==> config.mk <==
export PLATFORM = sky130hd
export DESIGN_NAME = bxc_timing_core
export DESIGN_NICKNAME = d
export VERILOG_FILES = /design/src/rtl/bxc_pkg.sv /design/src/rtl/bxc_rst_sync.sv /design/src/rtl/bxc_cmd_decoder.sv /design/src/rtl/bxc_bunch_counter.sv /design/src/rtl/bxc_event_counter.sv /design/src/rtl/bxc_mod_add.sv /design/src/rtl/bxc_timing_core.sv
export SDC_FILE = /design/constraint.sdc
export NUM_CORES = 1
export LEC_CHECK = 0
export ABC_AREA = 1
export BUFFER_PORTS_ARGS = -buffer_cell sky130_fd_sc_hd__buf_2
export CORE_ASPECT_RATIO = 0.6
export CORE_MARGIN = 4
export CORE_UTILIZATION = 50
export CTS_BUF_LIST = sky130_fd_sc_hd__clkbuf_8 sky130_fd_sc_hd__clkbuf_16
export DETAILED_ROUTE_END_ITERATION = 10
export PLACE_DENSITY = 0.78
export SKIP_CTS_REPAIR_TIMING = 1
export SLEW_MARGIN = 20
export SYNTH_ARGS = -nofsm -noshare
export SYNTH_HDL_FRONTEND = slang
export SYNTH_SLANG_ARGS = --single-unit
export TNS_END_PERCENT = 1
==> constraint.sdc <==
create_clock -name clk -period 9.2 [get_ports clk]
set_input_delay 2.3 -clock clk [delete_from_list [all_inputs] [get_ports clk]]
set_output_delay 2.3 -clock clk [all_outputs]
set_load 0.02 [all_outputs]
==> src/rtl/bxc_pkg.sv <==
package bxc_pkg;

  localparam int BC_W  = 12;
  localparam int EV_W  = 12;
  localparam int CFG_W = 12;

  typedef enum logic [1:0] {
    DEC_IDLE = 2'd0,
    DEC_BIT1 = 2'd1,
    DEC_BIT2 = 2'd2
  } dec_state_e;

  typedef struct packed {
    logic trig;
    logic bcr;
    logic ecr;
  } cmd_strobe_t;

endpackage

==> src/rtl/bxc_rst_sync.sv <==
module bxc_rst_sync #(
  parameter int STAGES = 2
) (
  input  logic clk,
  input  logic rst_n,
  output logic rst_sync_n
);

  logic [STAGES-1:0] sync_q;
  logic [STAGES-1:0] sync_d;

  always_comb begin
    sync_d = {sync_q[STAGES-2:0], 1'b1};
  end

  always_ff @(posedge clk or negedge rst_n) begin
    if (!rst_n) begin
      sync_q <= '0;
    end else begin
      sync_q <= sync_d;
    end
  end

  assign rst_sync_n = sync_q[STAGES-1];

endmodule

==> src/rtl/bxc_cmd_decoder.sv <==
module bxc_cmd_decoder
  import bxc_pkg::*;
(
  input  logic        clk,
  input  logic        rst_n,
  input  logic        cmd_i,
  output cmd_strobe_t strobe_o
);

  dec_state_e state_q, state_d;
  logic       mid_q, mid_d;

  always_comb begin
    state_d  = state_q;
    mid_d    = mid_q;
    strobe_o = '0;
    unique case (state_q)
      DEC_IDLE: begin
        if (cmd_i) begin
          state_d = DEC_BIT1;
        end
      end
      DEC_BIT1: begin
        mid_d   = cmd_i;
        state_d = DEC_BIT2;
      end
      DEC_BIT2: begin
        strobe_o.trig = !mid_q && !cmd_i;
        strobe_o.bcr  = mid_q;
        strobe_o.ecr  = cmd_i;
        state_d       = DEC_IDLE;
      end
      default: begin
        state_d = DEC_IDLE;
      end
    endcase
  end

  always_ff @(posedge clk or negedge rst_n) begin
    if (!rst_n) begin
      state_q <= DEC_IDLE;
      mid_q   <= 1'b0;
    end else begin
      state_q <= state_d;
      mid_q   <= mid_d;
    end
  end

  // a decoded command always traces back to a start bit two ticks earlier
  assert_start_bit_R1: assert property (@(posedge clk) disable iff (!rst_n)
    (|strobe_o) |-> $past(cmd_i, 2));

  // two commands are never decoded on adjacent ticks
  assert_cmd_spacing_R1: assert property (@(posedge clk) disable iff (!rst_n)
    (|strobe_o) |=> !(|strobe_o));

endmodule

==> src/rtl/bxc_bunch_counter.sv <==
module bxc_bunch_counter #(
  parameter int W = bxc_pkg::BC_W
) (
  input  logic         clk,
  input  logic         rst_n,
  input  logic         bcr_i,
  input  logic [W-1:0] rollover_i,
  input  logic [W-1:0] preset_i,
  output logic [W-1:0] count_o
);

  logic [W-1:0] count_q, count_d;
  logic         at_end;

  always_comb begin
    at_end  = (count_q >= rollover_i);
    count_d = count_q + 1'b1;
    if (bcr_i) begin
      count_d = preset_i;
    end else if (at_end) begin
      count_d = '0;
    end
  end

  always_ff @(posedge clk or negedge rst_n) begin
    if (!rst_n) begin
      count_q <= '0;
    end else begin
      count_q <= count_d;
    end
  end

  assign count_o = count_q;

  // the tick after the last count of an orbit reads zero
  assert_wrap_R2: assert property (@(posedge clk) disable iff (!rst_n)
    (!bcr_i && count_q == rollover_i) |=> (count_q == '0));

  // a bunch reset loads the preset seen on the same tick
  assert_preset_load_R3: assert property (@(posedge clk) disable iff (!rst_n)
    bcr_i |=> (count_q == $past(preset_i)));

endmodule

==> src/rtl/bxc_event_counter.sv <==
module bxc_event_counter #(
  parameter int W = bxc_pkg::EV_W
) (
  input  logic         clk,
  input  logic         rst_n,
  input  logic         trig_i,
  input  logic         ecr_i,
  output logic [W-1:0] count_o
);

  logic [W-1:0] count_q, count_d;
  logic         cnt_en;

  always_comb begin
    cnt_en  = trig_i || ecr_i;
    count_d = count_q;
    if (ecr_i) begin
      count_d = '0;
    end else if (trig_i) begin
      count_d = count_q + 1'b1;
    end
  end

  always_ff @(posedge clk or negedge rst_n) begin
    if (!rst_n) begin
      count_q <= '0;
    end else if (cnt_en) begin
      count_q <= count_d;
    end
  end

  assign count_o = count_q;

  // each trigger adds exactly one
  assert_evt_step_R5: assert property (@(posedge clk) disable iff (!rst_n)
    (trig_i && !ecr_i) |=> (count_q == W'($past(count_q) + 1'b1)));

  // an event reset clears the count
  assert_evt_clear_R5: assert property (@(posedge clk) disable iff (!rst_n)
    ecr_i |=> (count_q == '0));

  // with no command the count holds
  assert_evt_hold_R5: assert property (@(posedge clk) disable iff (!rst_n)
    (!trig_i && !ecr_i) |=> $stable(count_q));

endmodule

==> src/rtl/bxc_mod_add.sv <==
module bxc_mod_add #(
  parameter int W    = bxc_pkg::BC_W,
  parameter int NSUB = 2
) (
  input  logic [W-1:0] a_i,
  input  logic [W-1:0] b_i,
  input  logic [W-1:0] rollover_i,
  output logic [W-1:0] sum_o
);

  localparam int SW = W + 1;

  logic [SW-1:0]           modulus;
  logic [NSUB:0][SW-1:0]   stage;

  always_comb begin
    modulus  = {1'b0, rollover_i} + 1'b1;
    stage[0] = {1'b0, a_i} + {1'b0, b_i};
  end

  for (genvar gi = 0; gi < NSUB; gi++) begin : g_reduce
    assign stage[gi+1] = (stage[gi] >= modulus) ? (stage[gi] - modulus)
                                                : stage[gi];
  end

  assign sum_o = stage[NSUB][W-1:0];

endmodule

==> src/rtl/bxc_timing_core.sv <==
module bxc_timing_core
  import bxc_pkg::*;
#(
  parameter int BCW      = BC_W,
  parameter int EVW      = EV_W,
  parameter int SYNC_LEN = 2,
  parameter int NSUB     = 2
) (
  input  logic           clk,
  input  logic           rst_n,
  input  logic           cmd_in,
  input  logic [BCW-1:0] cfg_rollover,
  input  logic [BCW-1:0] cfg_preset,
  input  logic [BCW-1:0] cfg_coarse_ofs,
  input  logic [BCW-1:0] cfg_reject_ofs,
  output logic           trig_valid,
  output logic [BCW-1:0] trig_bcid,
  output logic [EVW-1:0] trig_evid,
  output logic [BCW-1:0] bc_count,
  output logic [EVW-1:0] ev_count,
  output logic [BCW-1:0] coarse_time,
  output logic [BCW-1:0] reject_count
);

  localparam int NOFS = 2;

  logic        rst_core_n;
  cmd_strobe_t strobe;

  logic [NOFS-1:0][BCW-1:0] ofs_in;
  logic [NOFS-1:0][BCW-1:0] ofs_out;

  logic           tv_q, tv_d;
  logic [BCW-1:0] tb_q, tb_d;
  logic [EVW-1:0] te_q, te_d;

  bxc_rst_sync #(.STAGES(SYNC_LEN)) u_rst_sync (
    .clk        (clk),
    .rst_n      (rst_n),
    .rst_sync_n (rst_core_n)
  );

  bxc_cmd_decoder u_decoder (
    .clk      (clk),
    .rst_n    (rst_core_n),
    .cmd_i    (cmd_in),
    .strobe_o (strobe)
  );

  bxc_bunch_counter #(.W(BCW)) u_bunch (
    .clk        (clk),
    .rst_n      (rst_core_n),
    .bcr_i      (strobe.bcr),
    .rollover_i (cfg_rollover),
    .preset_i   (cfg_preset),
    .count_o    (bc_count)
  );

  bxc_event_counter #(.W(EVW)) u_event (
    .clk     (clk),
    .rst_n   (rst_core_n),
    .trig_i  (strobe.trig),
    .ecr_i   (strobe.ecr),
    .count_o (ev_count)
  );

  assign ofs_in[0] = cfg_coarse_ofs;
  assign ofs_in[1] = cfg_reject_ofs;

  for (genvar gi = 0; gi < NOFS; gi++) begin : g_ofs
    bxc_mod_add #(.W(BCW), .NSUB(NSUB)) u_add (
      .a_i        (bc_count),
      .b_i        (ofs_in[gi]),
      .rollover_i (cfg_rollover),
      .sum_o      (ofs_out[gi])
    );
  end

  assign coarse_time  = ofs_out[0];
  assign reject_count = ofs_out[1];

  // trigger stamp: next-state
  always_comb begin
    tv_d = strobe.trig;
    tb_d = tb_q;
    te_d = te_q;
    if (strobe.trig) begin
      tb_d = bc_count;
      te_d = ev_count;
    end
  end

  // trigger stamp: registers
  always_ff @(posedge clk or negedge rst_core_n) begin
    if (!rst_core_n) begin
      tv_q <= 1'b0;
      tb_q <= '0;
      te_q <= '0;
    end else begin
      tv_q <= tv_d;
      tb_q <= tb_d;
      te_q <= te_d;
    end
  end

  assign trig_valid = tv_q;
  assign trig_bcid  = tb_q;
  assign trig_evid  = te_q;

  // the trigger pulse lasts one cycle
  assert_trig_single_R4: assert property (@(posedge clk) disable iff (!rst_core_n)
    trig_valid |=> !trig_valid);

  // the stamped bunch number is the count on the completing tick
  assert_trig_stamp_R4: assert property (@(posedge clk) disable iff (!rst_core_n)
    trig_valid |-> (trig_bcid == $past(bc_count)));

  // right after a trigger the live count is one past its stamp
  assert_evid_follow_R5: assert property (@(posedge clk) disable iff (!rst_core_n)
    trig_valid |-> (ev_count == EVW'(trig_evid + 1'b1)));

  // derived outputs stay inside the orbit
  assert_coarse_range_R6: assert property (@(posedge clk) disable iff (!rst_core_n)
    ((bc_count <= cfg_rollover) &&
     ({1'b0, cfg_coarse_ofs} <= {cfg_rollover, 1'b1}))
    |-> (coarse_time <= cfg_rollover));

  assert_reject_range_R6: assert property (@(posedge clk) disable iff (!rst_core_n)
    ((bc_count <= cfg_rollover) &&
     ({1'b0, cfg_reject_ofs} <= {cfg_rollover, 1'b1}))
    |-> (reject_count <= cfg_rollover));

endmodule

==> results by group, run 1 <==
Status
  – Status: finished clean

Setup path
  – End of the worst register-to-register path: u_event.count_o[5]
  – CP Data Required Time: 6.90 ns
  – Reg2reg path depth: 11
  – Worst-path fanout max: 12
  – Crit path from: cfg_rollover[0]
  – Slowest Stage Delay on Critical Path: roughly 0.37 ns
  – Worst setup path class: in -> out
  – Crit path DAT: 6.75 ns
  – Slowest stage cell on the critical path: ha_1
  – Startpoint Class: primary input
  – CP dominant cell by count: nand2_1
  – R2R Setup Slk: 7.00 ns
  – Crit path capture type: primary output
  – RR Startpoint: u_decoder.state_q[0]

Yosys
  – Register bit total from synthesis: 54
  – Simple-Gate Fraction of Synth Area: 41.1%
  – Largest family of logic cells by synthesized area: simple AND/OR/NAND/NOR gates
  – Adder-cell share of the synthesized area: 16.6%
  – Avg Cell Area, Syn: around 6.1 um^2
  – Synth Flop Type: dfrtp_1
  – Synth Area in Compound Gates: 8.92%
  – Syn_nets: 1419
  – Post-synth EDFFs: 0
  – Register area share after synthesis: between 10% and 20%
  – Number of library cell types mapped by synthesis: 40
  – Synth Area in XOR/XNOR: 5.55%
  – Mapped Area: 7730 um^2
  – Multiplexer share of the synthesized area: 0%
  – Synth Instances: between 1000 and 1500
  – Ys async rst share: 100%
  – Ys Warns: 0

Final layout
  – Share of cells above drive strength 1: roughly 17%
  – Nets@finish: 1577
  – Finished Cell Area: 9230 um^2
  – Multi-input gate area: 5780 um^2
  – Post-Layout Cell Count: about 1600
  – Register area: 1350 um^2
  – Area grow syn2layout: 19.4%
  – N_diodes: 0
  – Fillers: 1447

Die
  – Rows: 34
  – Initial core utilization: 52.2%
  – Chip height: 104 um
  – Die area: 17600 um^2
  – Die W: 168 um
  – I/O pin cnt: 124
  – Core area: 14800 um^2

Clock tree
  – Worst-path clk slew: 0.07 ns
  – CTS tree: done
  – CTS sink count: 54
  – Worst-case clock buffer depth: 2
  – CTS Buf Count: 5
  – Later-pin clock latency in the skew report: 0.30 ns
  – H-tree levels: 2
  – CTS root buf: clkbuf_16

Drt
  – DRT Pass-1 Iters: 6
  – DR DRC count: 0
  – Initial DRC Count: 916
  – DR WL/cell: 15.1 um
  – Routed via count: between 8000 and 9000
  – Routed Antenna Nets: 0
  – Drt total wl: about 25000 um
  – Via density: 5.30

Placed design
  – Post-placement cell count: 1609
  – Placer Congestion: 0.988
  – Number of I/O port buffers: 123
  – HPWL Detailed: 20200 um
  – DP Area: 8760 um^2

Min path
  – Hold_sp: u_rst_sync.sync_q[0]
  – Hold endpoint: u_rst_sync.sync_q[1]
  – Hold path depth: 0
  – Worst Hold Class: reg -> reg

GRT
  – Largest net degree at the start of global routing: 53
  – Initial antenna violation count: 0
  – Wire length of the first global-routing pass: 38600 um
  – Tot GR Track Use: 26.6%
  – GR Overflow Total: 0
  – Vias in the first global route: between 7000 and 8000

STA
  – Clock Skew: between 0.003 and 0.004 ns
  – Worst hold margin: 0.350 ns
  – Max Clock Freq: 111 MHz
  – Final Hold Fails: 0
  – Final setup fails: 0
  – Slew Limit Headroom: a little over half
  – Final period util: 98.3%
  – RSZ-0062 raised after global routing: yes
  – Fin Setup TNS: 0 ns
  – Slew @ Worst Pin: 0.685 ns
  – Slew Viols, Final: 0
  – Tmin final: 9.05 ns

Run
  – Max-cap violations: 0
[cell families after synthesis]
family / count (synthesis)
AO/OA/AOI/OAI: 126
buffers and inverters: 199
flip-flops: 54
AND/OR/NAND/NOR: 741
adder cells (fa/ha/maj): 99
XOR/XNOR: 49
other: 1
[layout make-up]
| class | count | area share [%] |
|---|---|---|
| clock inverters | 2 | 0.366 |
| multi-input cells | 1016 | 62.6 |
| well taps | 198 | 2.68 |
| clock buffers | 6 | 1.51 |
| repair buffers | 167 | 10.6 |
| flip-flops and latches | 54 | 14.7 |
| inverters | 183 | 7.50 |
[metal layers]
layer	vias to the layer above	share of wire, %	global-route usage [%]
li1	4377	-	-
met1	3862	48	40.9
met2	341	41	38.3
met3	36	9.5	5.70
met4	0	1.6	4.17
met5	-	0	0
[placed cells by master (no fill, tap or decap), types with 2 or more instances in the layout]
master     instances
buf_12             2
o21ai_0           41
nand2_1          451
a21o_1             4
a31oi_1            4
nor3_1            12
and2_1            21
inv_1            180
nor2_2            15
buf_2            123
nand3b_1          10
xnor2_1           10
ha_1              83
clkbuf_16          5
a21boi_0           2
nand3_2            3
buf_6              3
a211oi_1           2
nor2_1            77
fa_1               5
or2_2              3
o21a_1             6
ha_4               8
a21oi_2            8
o21ai_1            3
o21bai_1           3
nand4_1           30
a21oi_1           52
buf_4             39
xor2_1            38
ha_2               2
nor4_1             2
nand3_1           99
nand2_2           11
inv_2              3
dfrtp_1           53
[worst max-delay path: cells and delay by family]
| kind | cells | cell delay [ns] |
|---|---|---|
| buf+inv | 6 | 0.89 |
| fa+ha+maj | 3 | 0.85 |
| simple gates | 21 | 2.45 |
| xor+xnor | 1 | 0.26 |
[flip-flops by register name (all words and copies together), names as in the netlist]
name,flops
trig_valid,1
u_decoder.state_q,2
u_event.count_o,12
trig_evid,12
u_decoder.mid_q,1
trig_bcid,12
u_bunch.count_o,12
u_rst_sync.sync_q,2
[Yosys cell counts (all sizes together) (12+ instances only)]
cell type,n,area [um^2]
a21oi,60,308
and2,22,138
buf,12,90.1
dfrtp,54,1350
ha,93,1160
inv,183,687
nand2,463,1770
nand3,102,521
nand4,30,188
nor2,93,364
nor3,14,75.1
o21ai,45,229
xor2,39,342
[worst max-delay path by stage]
stage               slack [ns]                to  depth (start not counted)
floorplan                 0.68  reject_count[10]                         29
global placement          0.22   coarse_time[11]                         31
detailed placement        0.11   coarse_time[11]                         31
CTS                       0.09   coarse_time[11]                         31
global route             -0.13    coarse_time[7]                         30
finish                    0.15    coarse_time[6]                         31
[metrics by stage]
| step | util (%) | setup WS [ns] |
|---|---|---|
| finish | 62.3 | 0.153 |
| global route | 62.3 | -0.131 |
| CTS | 60.3 | 0.0853 |
| detailed placement | 59.2 | 0.105 |
| global placement | 59.2 | 0.220 |
| floorplan | - | 0.683 |
Power of run 1 is left out: the tool's default activity adds up to more than one toggle a clock period on the data nets, which glitch-free logic cannot reach.
==> run 2: changes to the inputs <==
CORE_UTILIZATION = 35   (was 50)
PLACE_DENSITY = 0.6   (was 0.78)
==> run 2 against run 1 <==
Compared with the run above: die area grew 40%; register-to-register slack worse by 0.07 ns; sequential share of layout area is 0.26 points lower; clock skew is 0.0012 ns lower; setup slack better by 0.063 ns; global-route usage shrank 6.0 points; wire length is 7.8% higher; non-clock buffer count is 3 lower; fmax grew 0.70%; highest routed layer unchanged.
==> results by group, run 2 (synthesis gave the netlist of run 1 again) <==
Setup path
  – Slowest stage cell on the critical path: ha_2
  – CP dominant cell by count: nand2_1
  – Slowest Stage Delay on Critical Path: 0.38 ns
  – CP Data Required Time: ~7 ns
  – Startpoint Class: primary input
  – Crit path DAT: 6.68 ns
  – Crit path capture type: primary output
  – Worst setup path class: in -> out
  – Worst-path fanout max: 8

Clock tree
  – Later-pin clock latency in the skew report: 0.29 ns
  – CTS tree: done
  – Worst-path clk slew: 0.07 ns
  – CTS root buf: clkbuf_16
  – H-tree levels: 2
  – Worst-case clock buffer depth: 2
  – CTS Buf Count: 5
  – CTS sink count: 54

Drt
  – DRT Pass-1 Iters: 5
  – Drt total wl: 26400 um
  – DR DRC count: 0
  – DR WL/cell: around 16 um
  – Routed via count: 8568
  – Via density: roughly 5.0
  – Initial DRC Count: 714
  – Routed Antenna Nets: 0

STA
  – Tmin final: 8.98 ns
  – Final Hold Fails: 0
  – Final period util: between 90 and 100%
  – Fin Setup TNS: 0 ns
  – Max Clock Freq: 111 MHz
  – Slew @ Worst Pin: 0.886 ns
  – Slew Limit Headroom: about two fifths
  – Clock Skew: roughly 0.0026 ns
  – Final setup fails: 0
  – Slew Viols, Final: 0

GRT
  – GR Overflow Total: 0
  – Initial antenna violation count: 0
  – Vias in the first global route: 7558
  – Tot GR Track Use: roughly 21%
  – Wire length of the first global-routing pass: ~40000 um
  – Largest net degree at the start of global routing: 53

Final layout
  – Most common cell after layout, fill and taps aside: nand2_1
  – Nets@finish: 1575
  – Commonest non-fill, non-tap cells in the layout: nand2_1 (449), inv_1 (179), buf_2 (121)
  – N_diodes: 0
  – Share of cells above drive strength 1: roughly 18%
  – Area grow syn2layout: 21.6%

Die
  – Core area: 21300 um^2
  – Initial core utilization: 36.2%
  – I/O pin cnt: 124
  – Die W: 200 um
  – Chip height: 123 um
  – Die area: roughly 25000 um^2
  – Rows: 41

Placed design
  – Number of I/O port buffers: 123
  – Placer Congestion: approximately 0.96
  – HPWL Detailed: 21900 um

Status
  – Status: finished clean

Min path
  – Worst Hold Class: reg -> reg

Run
  – Max-cap violations: 0
## run 2: cell count changes in the layout (fill, tap and decap cells not counted), moves of 4 or more
cell and delta:
ha_1 -6, a21oi_1 -4, ha_2 +4, nand3_1 -4, nand3_2 +4
## run 2: worst paths after layout
kind | start | to | slack [ns] | cells past startpoint
max | cfg_rollover[0] | reject_count[8] | 0.22 | 32
min | u_rst_sync.sync_q[0] | u_rst_sync.sync_q[1] | 0.36 | 0
max reg2reg | u_decoder.state_q[0] | u_event.count_o[8] | 6.93 | 10
min reg2reg | u_rst_sync.sync_q[0] | u_rst_sync.sync_q[1] | 0.36 | 0
max in group asynchronous | rst_n | u_rst_sync.sync_q[1] | 7.32 | 1
min in group asynchronous | u_rst_sync.sync_q[1] | trig_bcid[7] | 0.38 | 1
## run 2: worst max-delay path, delay by kind of cell
kind | cells | cell delay, ns
AND/OR/NAND/NOR | 22 | 2.50
adder cells (fa/ha/maj) | 3 | 0.90
buffers and inverters | 6 | 0.87
XOR/XNOR | 1 | 0.10
## run 2: final cells by class
class,instances,area [um^2]
Clock buffer,6,139
Clock inverter,2,12.5
Fill cell,2223,11900
Inverter,183,692
Multi-Input combinational cell,1017,5900
Sequential cell,54,1350
Tap cell,279,349
Timing Repair Buffer,164,952
## run 2: metrics by stage
stage / std cells / area, um^2 / setup slack (ns) / hold slack, ns / utilization (%)
finish: 1705 / 9390 / 0.216 / 0.358 / 44.0
global route: 1705 / 9390 / -0.0988 / 0.369 / 44.0
global placement: 1685 / 8820 / 0.147 / 0.334 / 41.4
detailed placement: 1685 / 8820 / 0.0826 / 0.345 / 41.4
floorplan: 1269 / 7730 / 0.683 / 0.331 / -
CTS: 1693 / 8980 / 0.0549 / 0.362 / 42.1
## run 2: per-layer routing
metal  routed length [um]  vias to the layer above  share of wire (%)  global-route usage, %
met5                    0                        -                  0                      0
met2                10700                      261                 41                   29.3
met4                  143                        0               0.54                   1.57
met3                 1710                       11                6.5                   2.37
met1                13900                     3904                 52                   33.9
li1                     -                     4392                  -                      -
Power of run 2 is left out for the same reason.
==> run 3: changes to the inputs <==
RECOVER_POWER = 100   (was unset)
TNS_END_PERCENT = 100   (was 1)
==> run 3 against run 2 <==
Compared with the run above: the flow now finishes with violations (capacitance limit, slew limit); flip-flop and latch count did not move; critical path depth is the same; non-clock buffer count is the same; wire length about the same; sequential share of layout area up 0.11 points; cell count did not move; worst hold slack barely moved; core utilization decreased by 0.35 points; clock skew is essentially flat; critical path type unchanged.
==> results by group, run 3 (synthesis gave the netlist of run 1 again) <==
Status
  – Status: finished with violations
  – Violated checks: capacitance limit, slew limit

GRT
  – Wire length of the first global-routing pass: 40300 um
  – Initial antenna violation count: 0
  – Vias in the first global route: roughly 7600
  – Tot GR Track Use: 20.6%
  – GR Overflow Total: 0
  – Largest net degree at the start of global routing: 53

Drt
  – Routed via count: 8538
  – DR DRC count: 0
  – Via density: 5.01
  – DR WL/cell: 15.5 um
  – DRT Pass-1 Iters: 5
  – Drt total wl: 26400 um
  – Initial DRC Count: around 740
  – Routed Antenna Nets: 0

Placed design
  – Post-placement cell count: 1685
  – HPWL Detailed: 21900 um
  – DP Area: 8820 um^2
  – Placer Congestion: 0.960
  – Number of I/O port buffers: between 100 and 150

Clock tree
  – Worst-case clock buffer depth: 2
  – H-tree levels: 2
  – CTS root buf: clkbuf_16
  – CTS tree: done
  – CTS Buf Count: 5
  – CTS sink count: 54
  – Later-pin clock latency in the skew report: 0.29 ns
  – Worst-path clk slew: 0.07 ns

Final layout
  – Post-Layout Cell Count: 1705
  – N_diodes: 0
  – Finished Cell Area: 9320 um^2
  – Nets@finish: 1575
  – Most common cell after layout, fill and taps aside: nand2_1
  – Fillers: 2253
  – Area grow syn2layout: 20.6%
  – Commonest non-fill, non-tap cells in the layout: nand2_1 (449), inv_1 (180), nand3_1 (95)
  – Share of cells above drive strength 1: 14.0%

STA
  – Tmin final: roughly 9.0 ns
  – Fin Setup TNS: 0 ns
  – Slew @ Worst Pin: 2.89 ns
  – Final Hold Fails: 0
  – Slew Limit Headroom: -93.0%
  – Final setup fails: 0
  – Final period util: 97.4%
  – Clock Skew: 0.00291 ns
  – Max Clock Freq: 112 MHz
  – Slew Viols, Final: 53

Min path
  – Hold endpoint: u_rst_sync.sync_q[1]
  – Hold_sp: u_rst_sync.sync_q[0]
  – Hold path depth: 0
  – Worst Hold Class: reg -> reg

Setup path
  – CP Data Required Time: 6.90 ns
  – RR Startpoint: u_decoder.state_q[1]
  – Crit path DAT: between 6 and 7 ns
  – Reg2reg path depth: 10
  – CP dominant cell by count: nand2_1
  – Startpoint Class: primary input
  – End of the worst register-to-register path: u_event.count_o[5]
  – R2R Setup Slk: 6.25 ns
  – Worst setup path class: in -> out
  – Slowest Stage Delay on Critical Path: 0.41 ns
  – Crit path capture type: primary output
  – Worst-path fanout max: 8
  – Slowest stage cell on the critical path: fa_2

Die
  – Rows: 41
  – Core area: 21300 um^2
  – I/O pin cnt: roughly 120
  – Initial core utilization: 36.2%
  – Chip height: roughly 120 um
  – Die area: 24600 um^2
  – Die W: 200 um

Run
  – Max-cap violations: 1
-- run 3: changes by cell type in the layout (fill, tap and decap cells not counted), sizes merged --
cell,change
buf,-53
clkbuf,+53
-- run 3: worst max-delay path by stage --
| stage | to | from | cells after the start |
|---|---|---|---|
| floorplan | reject_count[10] | cfg_reject_ofs[0] | 29 |
| global placement | coarse_time[6] | cfg_coarse_ofs[0] | 29 |
| detailed placement | coarse_time[6] | cfg_rollover[0] | 29 |
| CTS | coarse_time[6] | cfg_rollover[0] | 29 |
| global route | coarse_time[10] | cfg_rollover[0] | 31 |
| finish | reject_count[8] | cfg_reject_ofs[0] | 32 |
-- run 3: cell type report --
| cell class | count | area (um^2) | share of cell area (%) |
|---|---|---|---|
| clock buffers | 6 | 139 | 1.49 |
| clock inverters | 2 | 12.5 | 0.134 |
| inverters | 183 | 692 | 7.42 |
| multi-input cells | 1017 | 5890 | 63.2 |
| flip-flops and latches | 54 | 1350 | 14.5 |
| well taps | 279 | 349 | 3.75 |
| repair buffers | 164 | 881 | 9.45 |
-- run 3: through the flow --
stage / setup slack (ns) / hold WS [ns] / util [%]
after global placement: 0.147 / 0.334 / 41.4
after detailed placement: 0.0826 / 0.345 / 41.4
after CTS: 0.0549 / 0.362 / 42.1
after global routing: -0.0988 / 0.369 / 43.7
final: 0.238 / 0.358 / 43.7
after floorplan: 0.683 / 0.331 / -
-- run 3: routing by layer --
metal / track usage [%] / up-vias / part of all wire [%]
met5: 0 / - / 0
met4: 1.57 / 0 / 0.55
met3: 2.37 / 11 / 6.9
met2: 29.3 / 270 / 40
met1: 33.9 / 3870 / 52
li1: - / 4387 / -
-- run 3: critical path: cells and delay by family --
kind	cells	cell delay, ns
adders and majority gates	4	1.22
buffers and inverters	6	0.77
and+or+nand+nor	22	2.36
Power of run 3 is left out for the same reason.
